`config.mk`:
```
export PLATFORM = sky130hd
export DESIGN_NAME = tsout_port
export DESIGN_NICKNAME = d
export VERILOG_FILES = /design/src/rtl/tsout_pkg.sv /design/src/rtl/tsout_pkt_tracker.sv /design/src/rtl/tsout_slot_engine.sv /design/src/rtl/tsout_polarity.sv /design/src/rtl/tsout_port.sv
export SDC_FILE = /design/constraint.sdc
export NUM_CORES = 1
export LEC_CHECK = 0
export ABC_AREA = 1
export CORE_ASPECT_RATIO = 0.5
export CORE_MARGIN = 2
export CORE_UTILIZATION = 56
export DETAILED_ROUTE_END_ITERATION = 10
export HOLD_SLACK_MARGIN = 0.06
export PLACE_DENSITY = 0.83
export SYNTH_ARGS = -nofsm -noshare
export SYNTH_HDL_FRONTEND = slang
export SYNTH_SLANG_ARGS = --single-unit
```
`constraint.sdc`:
```
create_clock -name clk -period 3.5 [get_ports clk]
set_clock_uncertainty 0.05 [all_clocks]
set_input_delay 0.35 -clock clk [delete_from_list [all_inputs] [get_ports clk]]
set_output_delay 0.35 -clock clk [all_outputs]
set_load 0.1 [all_outputs]
```
`src/rtl/tsout_pkg.sv`:
```
`timescale 1ns/1ps
package tsout_pkg;

   typedef enum logic [1:0] {
      MODE_PAR = 2'b00,
      MODE_SER = 2'b01,
      MODE_BYP = 2'b10,
      MODE_RSV = 2'b11
   } tsout_mode_e;

   localparam int CTL_N    = 4;
   localparam int CTL_DEN  = 0;
   localparam int CTL_SYNC = 1;
   localparam int CTL_ERR  = 2;
   localparam int CTL_FRM  = 3;

   function automatic tsout_mode_e mode_decode(input logic [1:0] sel);
      case (sel)
         2'b01:   return MODE_SER;
         2'b10:   return MODE_BYP;
         default: return MODE_PAR;
      endcase
   endfunction

endpackage

```
`src/rtl/tsout_pkt_tracker.sv`:
```
`timescale 1ns/1ps
module tsout_pkt_tracker
   import tsout_pkg::*;
#(
   parameter int PKT_LEN = 188,
   localparam int CW     = $clog2(PKT_LEN)
)(
   input  logic          clk,
   input  logic          rst_n,
   input  logic          launch_win,
   input  logic          fetch,
   input  logic          pkt_start,
   input  logic          uncorr,
   input  logic [1:0]    cfg_mode,
   output tsout_mode_e   cur_mode,
   output tsout_mode_e   act_mode,
   output logic          err_now,
   output logic [CW-1:0] cnt
);

   localparam logic [CW-1:0] LAST = CW'(PKT_LEN - 1);

   tsout_mode_e req_mode;
   logic        boundary;
   logic        pkt_err_q;

   assign req_mode = mode_decode(cfg_mode);
   assign boundary = (cnt == '0);
   assign cur_mode = (launch_win && boundary) ? req_mode : act_mode;
   assign err_now  = pkt_start ? uncorr : pkt_err_q;

   always_ff @(posedge clk or negedge rst_n) begin
      if (!rst_n) begin
         act_mode  <= MODE_PAR;
         pkt_err_q <= 1'b0;
         cnt       <= '0;
      end else begin
         if (launch_win && boundary)
            act_mode <= req_mode;
         if (fetch) begin
            pkt_err_q <= err_now;
            if (pkt_start)
               cnt <= CW'(1);
            else if (cnt == LAST)
               cnt <= '0;
            else
               cnt <= cnt + CW'(1);
         end
      end
   end

endmodule

```
`src/rtl/tsout_slot_engine.sv`:
```
`timescale 1ns/1ps
module tsout_slot_engine
   import tsout_pkg::*;
#(
   parameter int DW = 8,
   localparam int BLW = (DW > 2) ? $clog2(DW) : 1
)(
   input  logic              clk,
   input  logic              rst_n,
   input  tsout_mode_e       cur_mode,
   input  logic              fetch,
   input  logic [DW-1:0]     in_data,
   input  logic              ps_in,
   input  logic              err_in,
   input  logic              fs_in,
   input  logic              byp_bit,
   input  logic              byp_clk,
   output logic              launch_win,
   output logic [DW-1:0]     out_data,
   output logic              out_clk,
   output logic [CTL_N-1:0]  ctl_raw
);

   localparam logic [BLW-1:0] BITS_PER_BYTE_M1 = BLW'(DW - 1);

   logic              ph;
   logic [BLW-1:0]    bits_left;
   logic [DW-1:0]     shreg;
   logic              err_hold;
   logic [DW-1:0]     data_q;
   logic              clk_q;
   logic [CTL_N-1:0]  ctl_q;

   assign launch_win = ph && (bits_left == '0);

   function automatic logic [DW-1:0] on_bit0(input logic b);
      logic [DW-1:0] v;
      v    = '0;
      v[0] = b;
      return v;
   endfunction

   function automatic logic [CTL_N-1:0] ctl_word(input logic den, input logic sy,
                                                 input logic er, input logic fr);
      logic [CTL_N-1:0] v;
      v           = '0;
      v[CTL_DEN]  = den;
      v[CTL_SYNC] = sy;
      v[CTL_ERR]  = er;
      v[CTL_FRM]  = fr;
      return v;
   endfunction

   always_ff @(posedge clk or negedge rst_n) begin
      if (!rst_n) begin
         ph        <= 1'b0;
         bits_left <= '0;
         shreg     <= '0;
         err_hold  <= 1'b0;
         data_q    <= '0;
         clk_q     <= 1'b0;
         ctl_q     <= '0;
      end else begin
         ph <= ~ph;
         if (cur_mode == MODE_BYP) begin
            data_q    <= on_bit0(byp_bit);
            clk_q     <= byp_clk;
            ctl_q     <= '0;
            bits_left <= '0;
         end else begin
            clk_q <= ~ph;
            if (ph) begin
               if (bits_left != '0) begin
                  data_q    <= on_bit0(shreg[DW-1]);
                  shreg     <= shreg << 1;
                  bits_left <= bits_left - BLW'(1);
                  ctl_q     <= ctl_word(1'b1, 1'b0, err_hold, 1'b0);
               end else if (fetch) begin
                  err_hold <= err_in;
                  ctl_q    <= ctl_word(1'b1, ps_in, err_in, fs_in);
                  if (cur_mode == MODE_SER) begin
                     data_q    <= on_bit0(in_data[DW-1]);
                     shreg     <= in_data << 1;
                     bits_left <= BITS_PER_BYTE_M1;
                  end else begin
                     data_q <= in_data;
                  end
               end else begin
                  ctl_q <= '0;
               end
            end
         end
      end
   end

   assign out_data = data_q;
   assign out_clk  = clk_q;
   assign ctl_raw  = ctl_q;

endmodule

```
`src/rtl/tsout_polarity.sv`:
```
`timescale 1ns/1ps
module tsout_polarity #(
   parameter int N = 4
)(
   input  logic [N-1:0] raw,
   input  logic [N-1:0] inv,
   output logic [N-1:0] pin
);

   for (genvar i = 0; i < N; i++) begin : g_pol
      assign pin[i] = raw[i] ^ inv[i];
   end

endmodule

```
`src/rtl/tsout_port.sv`:
```
`timescale 1ns/1ps
module tsout_port
   import tsout_pkg::*;
#(
   parameter int DW      = 8,
   parameter int PKT_LEN = 188
)(
   input  logic          clk,
   input  logic          rst_n,
   input  logic [1:0]    cfg_mode,
   input  logic [3:0]    cfg_inv,
   input  logic          in_valid,
   output logic          in_ready,
   input  logic [DW-1:0] in_data,
   input  logic          in_pkt_start,
   input  logic          in_uncorr,
   input  logic          in_frame_start,
   input  logic          byp_bit,
   input  logic          byp_clk,
   output logic [DW-1:0] out_data,
   output logic          out_clk,
   output logic          out_den,
   output logic          out_psync,
   output logic          out_err,
   output logic          out_fstart
);

   localparam int CNT_W = $clog2(PKT_LEN);

   if (DW < 2) begin : g_bad_dw
      $error("tsout_port: DW must be at least 2");
   end
   if (PKT_LEN < 2) begin : g_bad_len
      $error("tsout_port: PKT_LEN must be at least 2");
   end
   if (CTL_N != 4) begin : g_bad_ctl
      $error("tsout_port: control vector width mismatch");
   end

   tsout_mode_e        cur_mode;
   tsout_mode_e        act_mode;
   logic               launch_win;
   logic               fetch;
   logic               err_now;
   logic [CNT_W-1:0]   pkt_cnt;
   logic [CTL_N-1:0]   ctl_raw;
   logic [CTL_N-1:0]   ctl_pin;

   assign in_ready = launch_win && (cur_mode != MODE_BYP);
   assign fetch    = in_ready && in_valid;

   tsout_pkt_tracker #(.PKT_LEN(PKT_LEN)) u_track (
      .clk        (clk),
      .rst_n      (rst_n),
      .launch_win (launch_win),
      .fetch      (fetch),
      .pkt_start  (in_pkt_start),
      .uncorr     (in_uncorr),
      .cfg_mode   (cfg_mode),
      .cur_mode   (cur_mode),
      .act_mode   (act_mode),
      .err_now    (err_now),
      .cnt        (pkt_cnt)
   );

   tsout_slot_engine #(.DW(DW)) u_engine (
      .clk        (clk),
      .rst_n      (rst_n),
      .cur_mode   (cur_mode),
      .fetch      (fetch),
      .in_data    (in_data),
      .ps_in      (in_pkt_start),
      .err_in     (err_now),
      .fs_in      (in_pkt_start && in_frame_start),
      .byp_bit    (byp_bit),
      .byp_clk    (byp_clk),
      .launch_win (launch_win),
      .out_data   (out_data),
      .out_clk    (out_clk),
      .ctl_raw    (ctl_raw)
   );

   tsout_polarity #(.N(CTL_N)) u_pol (
      .raw (ctl_raw),
      .inv (cfg_inv),
      .pin (ctl_pin)
   );

   assign out_den    = ctl_pin[CTL_DEN];
   assign out_psync  = ctl_pin[CTL_SYNC];
   assign out_err    = ctl_pin[CTL_ERR];
   assign out_fstart = ctl_pin[CTL_FRM];

endmodule

```
Word level (Yosys, flattened, before mapping)

Cells that the tools add are included.

Bits in registers: 37
Latch bits: 0
RAM bits: 0
Bits in read-only memories: 0
Output and inout port bits: 14
Memories: 0

Add/sub/neg operators: 2
$mul: 0
Divide/modulo/power cells: 0
$lt $le $gt $ge: 0
Equality and inequality tests: 6
Shift-type cells: 0
Muxes and demuxes: 23
Bitwise operators: 7
Reduce and logical (&&, ||, !) cells: 17

Operators with widths:

| kind                                                                | count |
|---|---|
| 8-bit 2-to-1 mux                                                    | 10 |
| 4-bit 2-to-1 mux                                                    | 4 |
| 3-bit 2-to-1 mux                                                    | 5 |
| 3-bit nonzero test                                                  | 3 |
| 8-bit by 1-bit adder with 8-bit output (second input constant)      | 1 |
| 8-bit == test (second input constant)                               | 1 |
| 8-bit logical NOT                                                   | 1 |
| 4-bit AND reduction                                                 | 2 |
| 2-bit nonzero test                                                  | 3 |
| 1-bit logical AND                                                   | 5 |
| 2-bit by 1-bit == test with 1-bit output (second input constant)    | 2 |
| 2-bit == test (second input constant)                               | 2 |
| 2-bit one-hot mux with 2 select lines                               | 1 |
| 1-bit bitwise XOR                                                   | 4 |
| 3-bit logical NOT                                                   | 1 |
| 1-bit NOT                                                           | 3 |
| 3-bit AND reduction                                                 | 1 |
| 3-bit by 1-bit subtractor with 3-bit output (second input constant) | 1 |
| 1-bit 2-to-1 mux                                                    | 2 |
| 2-bit 2-to-1 mux                                                    | 1 |
| 2-bit inequality test (second input constant)                       | 1 |
| 2-bit AND reduction                                                 | 1 |

Depth between registers and ports, before layout

Gate-level depths: netlist of run 1.

Depth after elaboration: 11
Depth in mapped cells: 15
Gate-level depth less buffers: 15

Hierarchy

Synthesis of run 1 repeated with hierarchy kept, for this count alone.

Cells, all modules: 289
Area, all modules: 2062.0 sq um

Modules (own cells, without submodules):

| module            | instances | cells each | area an instance (sq um) |
|---|---|---|---|
| tsout_slot_engine | 1         | 162        | 1273.7 |
| tsout_pkt_tracker | 1         | 99         | 675.6 |
| tsout_polarity    | 1         | 20         | 75.1 |
| tsout_port        | 1         | 8          | 37.5 |

Worst setup path before layout of run 1

Ideal clock, no wire load.

Path kind: reg2reg
Start: register u_track.cnt[0]
End: register u_engine.ctl_q[2] (netlist: u_engine.ctl_raw[2])
Library setup time: 65 ps
Arrival time: 2966 ps
Required time: 3385 ps
Path slack: 419 ps
Cell stages (with the launch flop): 15
Buffers on the path: 0
Path through: dfrtp_1 > inv_1 > ha_1 > inv_1 > nor2_1 > nand2_1 > nor2_1 > nand3_1 > nand2_1 > nor2_2 > nor2_1 > nand3_1 > nand2_1 > nand2_1 > nand2_1

Longest elaborated chain between the ends: 10
Elaborated cells between the ends (all ways): 12
Those cells by class: eq/ne: 2; mux: 5; reduce/logical: 5

Ends and longest elaborated chain:

| element                | RTL line                | RTL |
|---|---|---|
| from (decl)            | tsout_pkt_tracker.sv:18 | `output logic [CW-1:0] cnt` |
| from (signal assigned) | tsout_pkt_tracker.sv:47 | `cnt <= cnt + CW'(1);` |
| 8-bit logical NOT      | tsout_pkt_tracker.sv:28 | `assign boundary = (cnt == '0);` |
| 1-bit logical AND      | tsout_pkt_tracker.sv:29 | `assign cur_mode = (launch_win && boundary) ? req_mode : act_mode;` |
| 2-bit 2-to-1 mux       | tsout_pkt_tracker.sv:29 |  |
| 2-bit inequality test  | tsout_port.sv:49        | `assign in_ready = launch_win && (cur_mode != MODE_BYP);` |
| 1-bit logical AND      | tsout_port.sv:49        |  |
| net in_ready           | tsout_port.sv:13        | `output logic in_ready,` |
| 1-bit logical AND      | tsout_port.sv:50        | `assign fetch = in_ready && in_valid;` |
| 4-bit 2-to-1 mux       | tsout_slot_engine.sv:78 | `end else if (fetch) begin` |
| 4-bit 2-to-1 mux       | tsout_slot_engine.sv:73 | `if (bits_left != '0) begin` |
| 4-bit 2-to-1 mux       | tsout_slot_engine.sv:72 | `if (ph) begin` |
| 4-bit 2-to-1 mux       | tsout_slot_engine.sv:65 | `if (cur_mode == MODE_BYP) begin` |
| to (signal assigned)   | tsout_slot_engine.sv:77 | `ctl_q <= ctl_word(1'b1, 1'b0, err_hold, 1'b0);` |
| to (signal assigned)   | tsout_slot_engine.sv:80 | `ctl_q <= ctl_word(1'b1, ps_in, err_in, fs_in);` |
| to (decl)              | tsout_slot_engine.sv:32 | `logic [CTL_N-1:0] ctl_q;` |

The timed path passes the listed nets, and every way through them passes these cells. The select of a mux whose other input is x is not followed.
A chain may end at the register's enable or synchronous reset.

Worst setup path after layout of run 1

Start: register u_track.cnt[0]
End: output in_ready

Longest elaborated chain between the ends: 5

Ends and longest elaborated chain:

| element               | RTL line |
|---|---|
| 8-bit logical NOT     | tsout_pkt_tracker.sv:28 |
| 1-bit logical AND     | tsout_pkt_tracker.sv:29 |
| 2-bit 2-to-1 mux      | tsout_pkt_tracker.sv:29 |
| 2-bit inequality test | tsout_port.sv:49 |
| 1-bit logical AND     | tsout_port.sv:49 |
| to (decl)             | tsout_port.sv:13 |

Every way passes these cells.

==> impl_metrics.yaml, run 1 <==
sta:
  setup_viol: 0
  min_period_over_period: 0.745
  hold_viol: 0
  whs_ns: 0.426
  drv_slew: 0
  setup_ws_ns: 0.894
  rsz0062_at_grt: "no"
  finalSetupTns_ns: 0
  worstMarginPinSlew_ns: 0.967
  fmax_ghz: 0.384
  slew_headroom: 0.353
  fin_crit_ns: 2.61
pwr:
  cellLeakagePower_nw: 1.22
  sw_frac_of_total: 0.547
  p_comb_frac: 0.609
  p_total_mw: 2.40
  p_clk_frac: 0.115
  switchingPower_mw: 1.31
  peakVddDrop_v: 0.000514
  p_int_mw: 1.09
  powerDensity_mw_per_mm2: 977
  p_seq_frac: 0.277
critical_path:
  cp.required_ns: 3.10
  rr_endpoint: "u_engine.shreg[5]$_DFFE_PN0P_"
  slowest_delay_ns: 0.40
  crit_chain: "inv_1 -> ha_1 -> inv_1 -> nor2_1 -> nand2_1 -> nor2_1 -> nand3_1 -> nand2_1 -> nor2_2 -> nor2_1 -> buf_4"
  arrival_ns: 2.21
  critPathMaxFanout: 5
  start_kind: "flip-flop"
  critical_path_buf_inv_count: 3
  crit_path_top_delay_cell: "dfrtp_1"
  crit_type: "flip-flop to primary output"
  cp_common_cell: "nor2_1"
  cp.depth: 11
  r2r_slack_ns: 1.23
  endpoint: "in_ready"
  critical_path.top_delay_family: "simple AND/OR/NAND/NOR gates"
  worstRegToRegCells: 13
  r2r_start: "u_engine.bits_left[0]$_DFFE_PN0P_"
  cp-startpoint: "u_track.cnt[0]$_DFFE_PN0N_"
  end_kind: "primary output"
place:
  dpl_worst_slack_ns: 1.20
  place.gp.congestion: 0.884
  port_buffers: 35
  hpwl_mm: 3.31
clocking:
  cts.sinks: 36
  hold_buffers: 0
  cts_tree: "done"
  cts_inserted_buffers: 5
  clk_latency_ns: 0.28
  cts_max_path_buffers: 2
  htreeDepth: 2
  cts_resized: 0
  ctsRootBufferMaster: "clkbuf_8"
  clk_pin_slew_ns: 0.07
  post_cts_buffers: 0
floorplanning:
  die_x_um: 88.2
  row_count: 15
  ios: 36
  die_area_mm2: 0.00407
  core_mm2: 0.00342
  initial_core_util: 0.581
  die_h_um: 46.1
cells_and_area:
  layout_commonest_cell: "nand2_1"
  final_cell_mix: "96 x nand2_1, 36 x dfrtp_1, 30 x clkdlybuf4s50_1, 29 x inv_1, 16 x o21ai_0"
  area_growth_pct: 23.5
  antenna_cells: 0
  fillers: 268
  drive_gt1_frac: 0.0930
  num-nets-final: 327
  multi_input_area_um2: 936
  seqCellArea_um2: 901
  fin_util: 0.718
synth:
  syn-cell-area_mm2: 0.00199
  yosys.area_share.xor_xnor: 0.0221
  yosysTopAreaCell: "dfrtp_1"
  synth_top_family_by_area: "simple AND/OR/NAND/NOR gates"
  synthAdderAreaFrac: 0.0252
  syn-num-nets: 287
  synth-simple-area-share: 0.325
  ys_seq_area_frac: 0.454
  syn_inst: 261
  yosysTopAreaCellShare: 0.454
  synthMuxAreaShare: 0
  ys_seq_elements: 36
  avgSynthCellArea_um2: 7.61
  synth_compound_area_frac: 0.0989
  ys_types: 32
  ys_warn_count: 0
  synthTopCellsByArea: "dfrtp_1 45%, nand2_1 18%, inv_1 5.5%"
grt:
  grt-ovfl-total: 0
  grt_pass1_vias: 1661
  grt_use_total: 0.239
  grt_pass1_wl_mm: 7.20
  antenna_found_initial: 0
  grt_max_degree: 37
run_status:
  status: "finished clean"
route:
  wl_per_cell_um: 12.6
  ant_nets: 0
  drt_wl_total_mm: 4.42
  drc: 0
  drt_iter0_drc: 82
  routed_via_density: 5.17
  drt_pass1_iterations: 5
  vias: 1821
flow_run:
  drv_cap: 0
hold_path:
  hold_path.class: "input pin to async pin"
## worst min path at each step
stage / cells past startpoint / end / slack [ns]
2_1_floorplan: 0 / u_engine.bits_left[0]$_DFFE_PN0P_ / 0.004
3_3_place_gp: 2 / u_engine.bits_left[0]$_DFFE_PN0P_ / 0.40
3_5_place_dp: 2 / u_engine.bits_left[1]$_DFFE_PN0P_ / 0.41
4_1_cts: 2 / u_engine.bits_left[1]$_DFFE_PN0P_ / 0.43
5_1_grt: 2 / u_engine.shreg[6]$_DFFE_PN0P_ / 0.46
6_report: 2 / u_track.cnt[2]$_DFFE_PN0N_ / 0.43
## cell usage after synthesis, drive strengths merged
| cell type | n |
|---|---|
| a21oi | 7 |
| buf | 2 |
| clkbuf | 1 |
| clkinv | 2 |
| dfrtp | 36 |
| ha | 4 |
| inv | 32 |
| nand2 | 99 |
| nand3 | 18 |
| nand3b | 3 |
| nand4 | 4 |
| nor2 | 16 |
| nor3 | 3 |
| nor4 | 1 |
| o211ai | 2 |
| o21ai | 23 |
| o21bai | 1 |
| o31ai | 2 |
| xor2 | 5 |
## worst register-to-register path: cells and delay by family (launching register included)
family	cells	cell delay, ns
simple gates	8	0.95
buf+inv	3	0.40
fa+ha+maj	1	0.23
compound gates	1	0.14
flops	1	0.39
## routing by layer
layer,vias to the layer above,part of all wire,global-route usage
met4,0,0.014,0.0788
met1,860,0.43,0.303
li1,905,-,-
met2,49,0.50,0.409
met5,-,0,0
met3,7,0.057,0.0627
## power groups by stage
stage	Clock (mW)	Combinational [mW]	Sequential, mW
final	0.274	1.46	0.662
after global routing	0.307	1.59	0.675
after CTS	0.283	1.46	0.660
after detailed placement	0	1.46	0.666
after global placement	0	1.42	0.664
after floorplan	0	0.890	0.933
## through the flow
stage | area [µm²] | std cells
2_1_floorplan | 1990 | 261
3_3_place_gp | 2370 | 345
3_5_place_dp | 2370 | 345
4_1_cts | 2450 | 352
5_1_grt | 2450 | 352
6_report | 2450 | 352
## state kept, by name (all words and copies together), names as in the netlist
signal              flops
u_engine.shreg          7
u_track.cnt             8
u_engine.bits_left      3
u_engine.out_data       8
u_track.act_mode        2
u_engine.err_hold       1
u_track.pkt_err_q       1
u_engine.out_clk        1
u_engine.ph             1
u_engine.ctl_raw        4
## layout make-up
type | instances | share of cell area
sequential | 36 | 0.367
clock buffer | 6 | 0.0296
clock inverter | 1 | 0.00204
timing repair buffer | 36 | 0.141
multi-input combinational | 188 | 0.382
tap | 51 | 0.0260
inverter | 34 | 0.0526
## cell families (layout without fill, tap and decap cells)
kind of cell	count (synthesis)	after routing
xor+xnor	5	5
simple gates	144	144
compound gates	35	35
buf+inv	37	77
fa+ha+maj	4	4
flops	36	36
No activity file was read; power rests on OpenSTA's default activity.
==> inputs of run 2 (changes only) <==
--- a/config.mk
+++ b/config.mk
@@ -8,10 +8,10 @@
 export ABC_AREA = 1
 export CORE_ASPECT_RATIO = 0.5
 export CORE_MARGIN = 2
-export CORE_UTILIZATION = 56
+export CORE_UTILIZATION = 52
 export DETAILED_ROUTE_END_ITERATION = 10
 export HOLD_SLACK_MARGIN = 0.06
-export PLACE_DENSITY = 0.83
+export PLACE_DENSITY = 0.78
 export SYNTH_ARGS = -nofsm -noshare
 export SYNTH_HDL_FRONTEND = slang
 export SYNTH_SLANG_ARGS = --single-unit
==> constraint.sdc (replaced) <==
create_clock -name clk -period 2.5 [get_ports clk]
set_clock_uncertainty 0.05 [all_clocks]
set_input_delay 0.25 -clock clk [delete_from_list [all_inputs] [get_ports clk]]
set_output_delay 0.25 -clock clk [all_outputs]
set_load 0.1 [all_outputs]
==> run 2 against run 1 <==
Effect of this change:
- combinational power increased by 46%
- highest routed layer unchanged
- core utilization decreased by 1.2 points
- via count increased by 0.66%
- register-to-register slack got worse by 0.90 ns
==> impl_metrics.yaml, run 2 (synthesis gave the netlist of run 1 again) <==
run_status:
  status: "finished clean"
critical_path:
  arrival_ns: 2.06
  r2r_start: "u_engine.bits_left[0]$_DFFE_PN0P_"
  critical_path_buf_inv_count: 3
  rr_endpoint: "u_engine.shreg[2]$_DFFE_PN0P_"
  end_kind: "primary output"
  cp.required_ns: 2.20
  crit_type: "flip-flop to primary output"
  critPathMaxFanout: 5
  critical_path.top_delay_family: "simple AND/OR/NAND/NOR gates"
  crit_chain: "inv_1 -> ha_1 -> nand3_2 -> clkinv_2 -> nand3_1 -> nand2_1 -> nand2_1 -> nor2_4 -> nor2_4 -> buf_12"
  r2r_slack_ns: 0.33
  worstRegToRegCells: 13
  start_kind: "flip-flop"
  crit_path_top_delay_cell: "dfrtp_1"
  slowest_delay_ns: 0.38
cells_and_area:
  layout_commonest_cell: "nand2_1"
  num-nets-final: 329
  fin_area_mm2: 0.00250
  area_growth_pct: 26.1
  fin_util: 0.706
  final_cell_mix: "96 x nand2_1, 36 x dfrtp_1, 29 x inv_1, 21 x clkdlybuf4s50_1"
  drive_gt1_frac: 0.138
  antenna_cells: 0
clocking:
  cts_tree: "done"
  ctsRootBufferMaster: "clkbuf_8"
  clk_latency_ns: 0.30
  clk_pin_slew_ns: 0.08
  cts_max_path_buffers: 2
  htreeDepth: 2
  cts_inserted_buffers: 5
  cts_resized: 0
  post_cts_buffers: 0
  cts.sinks: 36
  hold_buffers: 0
place:
  hpwl_mm: 3.25
  place_area_mm2: 0.00239
  place.gp.congestion: 0.881
  port_buffers: 35
floorplanning:
  core_mm2: 0.00355
  row_count: 15
  initial_core_util: 0.560
  ios: 36
  die_x_um: 91.4
  die_h_um: 47.7
  die_area_mm2: 0.00436
sta:
  fin_crit_ns: 2.36
  setup_viol: 0
  fmax_ghz: 0.423
  min_period_over_period: 0.945
  hold_viol: 0
  drv_slew: 0
  worstMarginPinSlew_ns: 0.460
  slew_headroom: 0.691
pwr:
  peakVddDrop_v: 0.000845
  p_total_mw: 3.59
  cellLeakagePower_nw: 1.26
  powerDensity_mw_per_mm2: 1430
route:
  ant_nets: 0
  routed_via_density: 5.16
  wl_per_cell_um: 12.9
  drt_wl_total_mm: 4.58
  drt_pass1_iterations: 4
  vias: 1833
  drt_iter0_drc: 79
  drc: 0
grt:
  grt_pass1_vias: 1687
  grt_max_degree: 37
  grt_use_total: 0.232
  grt-ovfl-total: 0
  antenna_found_initial: 0
  grt_pass1_wl_mm: 7.56
flow_run:
  drv_cap: 0
hold_path:
  hold_path.class: "input pin to async pin"
-- run 2: changes by cell type in the layout (fill, tap and decap cells not counted), sizes merged --
cell and delta:
bufinv +1, buf +11, clkbuf -1, clkinvlp +1, clkdlybuf4s50 -9
-- run 2: per-stage QoR --
step | hold slack [ns] | TNS (ns) | cells | worst slack, ns
5_1_grt | 0.357 | -0.00404 | 355 | -0.00404
4_1_cts | 0.339 | 0 | 355 | 0.0735
2_1_floorplan | -0.0956 | 0 | 261 | 0.323
3_5_place_dp | 0.411 | 0 | 347 | 0.356
3_3_place_gp | 0.405 | 0 | 347 | 0.391
6_report | 0.314 | 0 | 355 | 0.136
-- run 2: layout make-up --
class	count	area (µm²)
flip-flops and latches	36	901
clock buffers	5	68.8
inverters	34	129
multi-input cells	188	948
clock inverters	3	42.5
well taps	51	63.8
repair buffers	38	350
fillers	300	1040
-- run 2: how the worst max path moves through the flow --
| stage | endpoint | depth (start not counted) | startpoint | slack, ns |
|---|---|---|---|---|
| after floorplan | u_engine.ctl_raw[2]$_DFFE_PN0P_ | 12 | u_engine.bits_left[0]$_DFFE_PN0P_ | 0.32 |
| after global placement | u_engine.shreg[4]$_DFFE_PN0P_ | 13 | u_engine.bits_left[0]$_DFFE_PN0P_ | 0.39 |
| after detailed placement | u_engine.shreg[4]$_DFFE_PN0P_ | 13 | u_engine.bits_left[0]$_DFFE_PN0P_ | 0.36 |
| after CTS | in_ready | 10 | u_engine.bits_left[0]$_DFFE_PN0P_ | 0.07 |
| after global routing | in_ready | 10 | u_engine.bits_left[0]$_DFFE_PN0P_ | -0.004 |
| final | in_ready | 10 | u_engine.bits_left[0]$_DFFE_PN0P_ | 0.14 |
-- run 2: metal layers --
layer,vias to the layer above,GRT usage,share of wire
met5,-,0,0
met3,8,0.0661,0.053
li1,908,-,-
met4,0,0.0970,0.014
met2,53,0.416,0.48
met1,864,0.277,0.45
-- run 2: report_power, final --
group	internal (mW)	switching, mW
combinational	0.585	1.55
clock	0.295	0.235
sequential	0.795	0.129
total	1.68	1.91
==> inputs of run 3 (changes only) <==
--- a/config.mk
+++ b/config.mk
@@ -12,6 +12,8 @@
 export DETAILED_ROUTE_END_ITERATION = 10
 export HOLD_SLACK_MARGIN = 0.06
 export PLACE_DENSITY = 0.78
+export RECOVER_POWER = 100
+export SLEW_MARGIN = 20
 export SYNTH_ARGS = -nofsm -noshare
 export SYNTH_HDL_FRONTEND = slang
 export SYNTH_SLANG_ARGS = --single-unit
==> run 3 against run 2 <==
Effect of this change:
- wire length down 0.89%
- cell count did not move
- via count shrank 0.76%
- design area fell by 2.9%
- global-route usage is the same
- worst hold slack better by 0.12 ns
- critical path type unchanged
- critical endpoint unchanged
==> impl_metrics.yaml, run 3 (synthesis gave the netlist of run 1 again) <==
critical_path:
  crit_chain: "inv_1 -> ha_1 -> nand3_2 -> clkinv_2 -> nand3_1 -> nand2_1 -> nand2_1 -> nor2_4 -> nor2_4 -> buf_12"
  cp.required_ns: 2.20
  crit_type: "flip-flop to primary output"
  crit_path_top_delay_cell: "dfrtp_1"
  end_kind: "primary output"
  arrival_ns: 2.08
  rr_endpoint: "u_engine.shreg[1]$_DFFE_PN0P_"
  critical_path.top_delay_family: "simple AND/OR/NAND/NOR gates"
  critical_path_buf_inv_count: 3
  r2r_slack_ns: 0.24
  worstRegToRegCells: 13
  r2r_start: "u_engine.bits_left[0]$_DFFE_PN0P_"
  slowest_delay_ns: 0.38
  start_kind: "flip-flop"
  critPathMaxFanout: 5
sta:
  hold_viol: 0
  worstMarginPinSlew_ns: 1.18
  slew_headroom: 0.215
  min_period_over_period: 0.950
  fin_crit_ns: 2.38
  setup_viol: 0
  drv_slew: 0
  fmax_ghz: 0.421
  rsz0062_at_grt: "no"
  finalSetupTns_ns: 0
route:
  drt_pass1_iterations: 4
  vias: 1819
  ant_nets: 0
  drt_iter0_drc: 81
  drt_wl_total_mm: 4.54
  wl_per_cell_um: 12.8
  drc: 0
  routed_via_density: 5.12
clocking:
  htreeDepth: 2
  ctsRootBufferMaster: "clkbuf_8"
  cts_inserted_buffers: 5
  clk_latency_ns: 0.30
  cts_tree: "done"
  clk_pin_slew_ns: 0.08
  hold_buffers: 0
  cts_max_path_buffers: 2
  cts.sinks: 36
pwr:
  cellLeakagePower_nw: 1.21
  peakVddDrop_v: 0.000813
  powerDensity_mw_per_mm2: 1430
  p_total_mw: 3.48
cells_and_area:
  antenna_cells: 0
  area_growth_pct: 22.4
  final_cell_mix: "97 x nand2_1, 36 x dfrtp_1, 29 x inv_1, 20 x o21ai_0, 20 x clkdlybuf4s50_1"
  fillers: 317
  stdcell_count: 355
  layout_commonest_cell: "nand2_1"
  drive_gt1_frac: 0.0855
  seqCellArea_um2: 901
  num-nets-final: 329
  multi_input_area_um2: 928
grt:
  grt_max_degree: 37
  grt_pass1_wl_mm: 7.56
  antenna_found_initial: 0
  grt-ovfl-total: 0
  grt_pass1_vias: 1687
  grt_use_total: 0.232
floorplanning:
  die_h_um: 47.7
  row_count: 15
  ios: 36
  initial_core_util: 0.560
  die_area_mm2: 0.00436
  die_x_um: 91.4
  core_mm2: 0.00355
place:
  dp.cells: 347
  hpwl_mm: 3.25
  place.gp.congestion: 0.881
  port_buffers: 35
flow_run:
  drv_cap: 0
hold_path:
  min_from: "u_engine.bits_left[1]$_DFFE_PN0P_"
  holdPathEnd: "u_engine.bits_left[1]$_DFFE_PN0P_"
  hold-path-cell-count: 2
  hold_path.class: "flip-flop to flip-flop"
run_status:
  status: "finished clean"
[run 3: cell types whose count changed in the layout (fill, tap and decap cells not counted), moves of 2 or more]
cell	before	now
buf_4	16	1
clkbuf_1	0	13
o21ai_0	16	20
o21ai_1	6	2
clkbuf_2	0	2
[run 3: worst register-to-register path, cell delays in order, from the launching register on]
cell,delay [ns]
dfrtp_1,0.38
inv_1,0.11
ha_1,0.21
nand3_2,0.16
clkinv_2,0.13
nand3_1,0.13
nand2_1,0.09
nand2_1,0.08
nand2_4,0.12
o211ai_1,0.19
nor2_4,0.21
clkbuf_2,0.19
nand3_1,0.08
nand2_1,0.06
[run 3: worst max path at each step]
stage | start | end | cells past startpoint
5_1_grt | u_engine.bits_left[0]$_DFFE_PN0P_ | in_ready | 10
3_3_place_gp | u_engine.bits_left[0]$_DFFE_PN0P_ | u_engine.shreg[4]$_DFFE_PN0P_ | 13
3_5_place_dp | u_engine.bits_left[0]$_DFFE_PN0P_ | u_engine.shreg[4]$_DFFE_PN0P_ | 13
2_1_floorplan | u_engine.bits_left[0]$_DFFE_PN0P_ | u_engine.ctl_raw[2]$_DFFE_PN0P_ | 12
4_1_cts | u_engine.bits_left[0]$_DFFE_PN0P_ | in_ready | 10
6_report | u_engine.bits_left[0]$_DFFE_PN0P_ | in_ready | 10
[run 3: through the flow]
stage	instance area (µm²)	hold slack [ns]	utilization	worst slack, ns
floorplan	1990	-0.0956	-	0.323
global placement	2390	0.405	0.673	0.391
detailed placement	2390	0.411	0.673	0.356
CTS	2500	0.339	0.704	0.0735
global route	2430	0.457	0.685	0.0121
finish	2430	0.434	0.685	0.124
[run 3: area by class of cell]
| type | count | area share |
|---|---|---|
| flip-flops and latches | 36 | 0.371 |
| multi-input cells | 188 | 0.382 |
| repair buffers | 38 | 0.122 |
| well taps | 51 | 0.0263 |
| clock inverters | 3 | 0.0175 |
| clock buffers | 5 | 0.0283 |
| inverters | 34 | 0.0530 |
[run 3: repair_timing]
action                                  4_1_cts  5_1_grt
resized for setup                             0        1
endpoints found under the setup margin        0        1
buffers inserted                              0        0
[run 3: layer usage]
| layer | part of all wire | track usage | up-vias |
|---|---|---|---|
| met1 | 0.46 | 0.277 | 853 |
| met2 | 0.48 | 0.416 | 48 |
| met3 | 0.046 | 0.0661 | 8 |
| met4 | 0.014 | 0.0970 | 0 |
| li1 | - | - | 910 |
| met5 | 0 | 0 | - |
[run 3: where the power goes]
part | internal [mW] | switching [mW] | total [mW]
Clock | 0.295 | 0.234 | 0.529
Sequential | 0.795 | 0.126 | 0.921
Combinational | 0.496 | 1.53 | 2.03
Total | 1.59 | 1.89 | 3.48
